[config.mk]
export PLATFORM = sky130hd
export DESIGN_NAME = irq_trig_cell
export DESIGN_NICKNAME = d
export VERILOG_FILES = /design/src/rtl/irq_trig_cell.sv
export SDC_FILE = /design/constraint.sdc
export NUM_CORES = 1
export LEC_CHECK = 0
export ABC_AREA = 1
export BUFFER_PORTS_ARGS = -buffer_cell sky130_fd_sc_hd__buf_4
export CAP_MARGIN = 20
export CORE_AREA = 4 4 41 43
export DETAILED_ROUTE_END_ITERATION = 16
export DIE_AREA = 0 0 45 47
export PLACE_DENSITY_LB_ADDON = 0.2
export SYNTH_ARGS = -nofsm -noshare
export SYNTH_HDL_FRONTEND = slang
export SYNTH_SLANG_ARGS = --single-unit
export TNS_END_PERCENT = 30
[constraint.sdc]
create_clock -name clk -period 1.3 [get_ports clk]
set_clock_uncertainty 0.15 [all_clocks]
set_input_delay 0.13 -clock clk [delete_from_list [all_inputs] [get_ports clk]]
set_output_delay 0.13 -clock clk [all_outputs]
set_load 0.02 [all_outputs]
[src/rtl/irq_trig_cell.sv]
module irq_trig_cell #(
  parameter int       SYNC_STAGES = 2,
  parameter logic [2:0] CFG_RESET = 3'b110
) (
  input  logic       clk,
  input  logic       rst_n,
  input  logic       line_i,
  input  logic       cfg_wr_i,
  input  logic [3:0] cfg_i,
  output logic       level_o,
  output logic       pend_o
);
  localparam int CHAIN = SYNC_STAGES + 1;

  logic [CHAIN-1:0] chain;
  logic [2:0]       cfg_q;
  logic             lvl_mode, mask_fe, mask_re, clr;
  logic             prev, rise, fall, hit_edge, hit_lvl;

  always_ff @(posedge clk or negedge rst_n)
    if (!rst_n) chain <= '0;
    else        chain <= {chain[CHAIN-2:0], line_i};

  assign level_o = chain[SYNC_STAGES-1];
  assign prev    = chain[SYNC_STAGES];
  assign rise    = level_o & ~prev;
  assign fall    = ~level_o & prev;

  always_ff @(posedge clk or negedge rst_n)
    if (!rst_n)        cfg_q <= CFG_RESET;
    else if (cfg_wr_i) cfg_q <= cfg_i[2:0];

  assign lvl_mode = cfg_q[0];
  assign mask_fe  = cfg_q[1];
  assign mask_re  = cfg_q[2];
  assign clr      = cfg_wr_i & cfg_i[3];

  assign hit_edge = (rise & ~mask_re) | (fall & ~mask_fe);
  assign hit_lvl  = (level_o & ~mask_re) | (~level_o & ~mask_fe);

  always_ff @(posedge clk or negedge rst_n)
    if (!rst_n)        pend_o <= 1'b0;
    else if (lvl_mode) pend_o <= hit_lvl;
    else               pend_o <= hit_edge | (pend_o & ~clr);
endmodule

==> impl_results.md <==
* Initial antenna violation count at 0
* Area of the die at about 2100 µm²
* Worst-path clk slew at 50 ps
* Final estimated routing congestion in global placement at just over 0.7
* Maximum number of pins on one net before global-route repair at 8
* Number of levels in the clock H-tree at 1
* WHS at about 24 ps
* Number of top-level design ports at 10
* Count of endpoints failing setup in the final report at 0
* Data arrival time at the worst-slack endpoint at slightly above 800 ps
* Final clock period utilization by the worst path at 0.8362
* Min-delay worst type: input port to register
* Wirelength per Cell at around 7.8 µm
* Clock Root Buffer: sky130_fd_sc_hd__clkbuf_4
* Buffering stage count on the worst path with inverters included at 1
* Delay of the slowest cell on the worst path at about 400 ps
* Die extent in x at 45 µm
* Initial Util at 0.1990
* Top cell family by delay on the critical path: flip-flops
* Clk buf depth at 2
* Worst setup path class: register to output port
* Critical Path, Cell by Cell: buf_4
* Total routed wirelength at 478 µm
* Y dimension of the die at ~47 µm
* Register bit total from synthesis at 7
* Summed negative setup slack over all endpoints at 0 ps
* Crit start category: register
* CTS buffer count at 3
* Data required time of the worst path at between 1000 and 1500 ps
* RSZ-0062 raised after global routing: false
* Slowest stage cell, crit path: sky130_fd_sc_hd__dfrtp_1
* Library cell with the largest summed area after synthesis: sky130_fd_sc_hd__dfrtp_1
* Critical Path Fanout Max at 4
* Critical Path End Type: output port
* Net count after synthesis at 35
* Area growth syn-to-layout at 66.67%
* Vias at 224
* First-pass iteration count of the detailed router at 4
* Antenna Nets Post-Route at 0
* Number of instances in the synthesized netlist at 27
* Vias in the first global route at between 200 and 300
* Clock Latency Late Sink at between 200 and 250 ps
* Synthesized area at around 260 µm²
* Normalized max-slew margin at 0.8980
* Overall fraction of global-route tracks in use at 0.06529
* Number of failing hold endpoints at the final stage at 0
* Synth area leaders: sky130_fd_sc_hd__dfrtp_1 48%, sky130_fd_sc_hd__dfstp_2 20%, sky130_fd_sc_hd__nand2_1 12%, sky130_fd_sc_hd__inv_1 7.2%, sky130_fd_sc_hd__o21ai_0 5.8%
* Gr ovfl total at 0
* Total clock sinks at 7
* Number of DRC markers in iteration 0 at 1
* Layout cell share with drive strength beyond 1 at 0.3043
* Post-CTS Repair Setup Buffers at 0
* Shortest period the worst path allows at 1087 ps
* Final HPWL from detailed placement at about 350 µm
* Slew Limit Fails at 0
* Max-cap viol count at 0
* Via density at 3.672
* Number of library cell types mapped by synthesis at 7
* # nets final at 55
* Final cell count without fillers at about 60
* DRC at 0
* Pwr per Cell Area at 1207 nW/µm²
* Post-synth top area share at 0.4831
* TritonCTS clock tree: done
* Worst vdd rail ir drop at 450.5 µV
* Number of antenna diodes at 0
* Average cell area after synthesis at between 9 and 10 µm²
* Core Box Area at 1301 µm²
* Number of buffers inserted by port buffering at 9
* Max Freq at between 900 and 1000 MHz
* Outcome: complete, no violations
* Seq/Total Area, Yosys at 0.6860
* Worst-Margin Slew at 151.4 ps
* Reported leakage power at roughly 0.22 nW
* Row cnt at 13
* Placed cells at 51
* Count of yosys warnings during synthesis at 0
* Wire length of the first global-routing pass at slightly below 1000 µm
[Yosys cell counts, drive strengths merged]
master  n
dfstp   2
o21ai   3
nor2    2
nand3   2
nand2   8
inv     5
dfrtp   5
[power breakdown]
| group | internal (W) | total, W | switching, W |
|---|---|---|---|
| combinational | 0.0000437 | 0.0000788 | 0.0000351 |
| clock | 0.000117 | 0.000192 | 0.0000756 |
| sequential | 0.000241 | 0.000250 | 0.00000887 |
| total | 0.000401 | 0.000521 | 0.000120 |
[sequential cells by signal (all words and copies together), names as in the netlist]
| name | cells |
|---|---|
| cfg_q | 3 |
| pend_o | 1 |
| chain | 3 |
[per-stage QoR]
stage	util	cell area, µm²	total power, W	setup WS [ps]
floorplan	-	259.0	0.0002809	361.5
global placement	0.2654	345.3	0.0003172	364.6
detailed placement	0.2654	345.3	0.0003193	347.1
CTS	0.3317	431.7	0.0005295	200.6
global route	0.3317	431.7	0.0005567	176.5
finish	0.3317	431.7	0.0005209	212.9
[layout by cell type (no fill, tap or decap)]
cell type / netlist / routed
sky130_fd_sc_hd__buf_4: 0 / 9
sky130_fd_sc_hd__clkbuf_1: 0 / 1
sky130_fd_sc_hd__clkbuf_4: 0 / 3
sky130_fd_sc_hd__dfrtp_1: 5 / 5
sky130_fd_sc_hd__dfstp_2: 2 / 2
sky130_fd_sc_hd__dlygate4sd3_1: 0 / 6
sky130_fd_sc_hd__inv_1: 5 / 5
sky130_fd_sc_hd__nand2_1: 8 / 8
sky130_fd_sc_hd__nand3_1: 2 / 2
sky130_fd_sc_hd__nor2_1: 2 / 2
sky130_fd_sc_hd__o21ai_0: 3 / 3
[tightest hold or removal path, delay by kind of cell]
kind | cells | cell delay, ps
simple gates | 3 | 170
buf+inv | 1 | 70
[path summary, 6_finish.rpt]
kind                          start  slack (ps)        to  cells past startpoint
max reg2reg                cfg_q[1]         340    pend_o                      3
max                        chain[1]         210   level_o                      1
max in group asynchronous     rst_n         720  cfg_q[2]                      2
min in group asynchronous     rst_n          80  chain[0]                      2
min                        cfg_i[3]          20    pend_o                      4
min reg2reg                chain[0]         200  chain[1]                      0
[layer usage]
metal	GRT usage	vias to the layer above	part of all wire
li1	-	119	-
met1	0.07674	95	0.47
met2	0.09322	10	0.41
met3	0.03831	0	0.11
met4	0.03509	0	0
met5	0	-	0
[cells by family after synthesis]
family                 count (synthesis)  share of synthesized area
AND/OR/NAND/NOR                       12                     0.1836
flip-flops                             7                     0.6860
buffers and inverters                  5                    0.07247
AO/OA/AOI/OAI                          3                    0.05795
[what timing repair did]
action,in CTS,in global routing
endpoints found under the hold margin,11,0
hold buffers,6,0
setup endpoints to repair,0,0
resized for setup,0,0
[cell type report]
cell class              instances  area (µm²)
inverters                       5       18.77
clock buffers                   4       26.28
repair buffers                 15       127.6
multi-input cells              15       62.56
flip-flops and latches          7       177.7
fillers                       147       869.6
well taps                      15       18.77
Note: power is estimated with default switching activity, not from simulation.
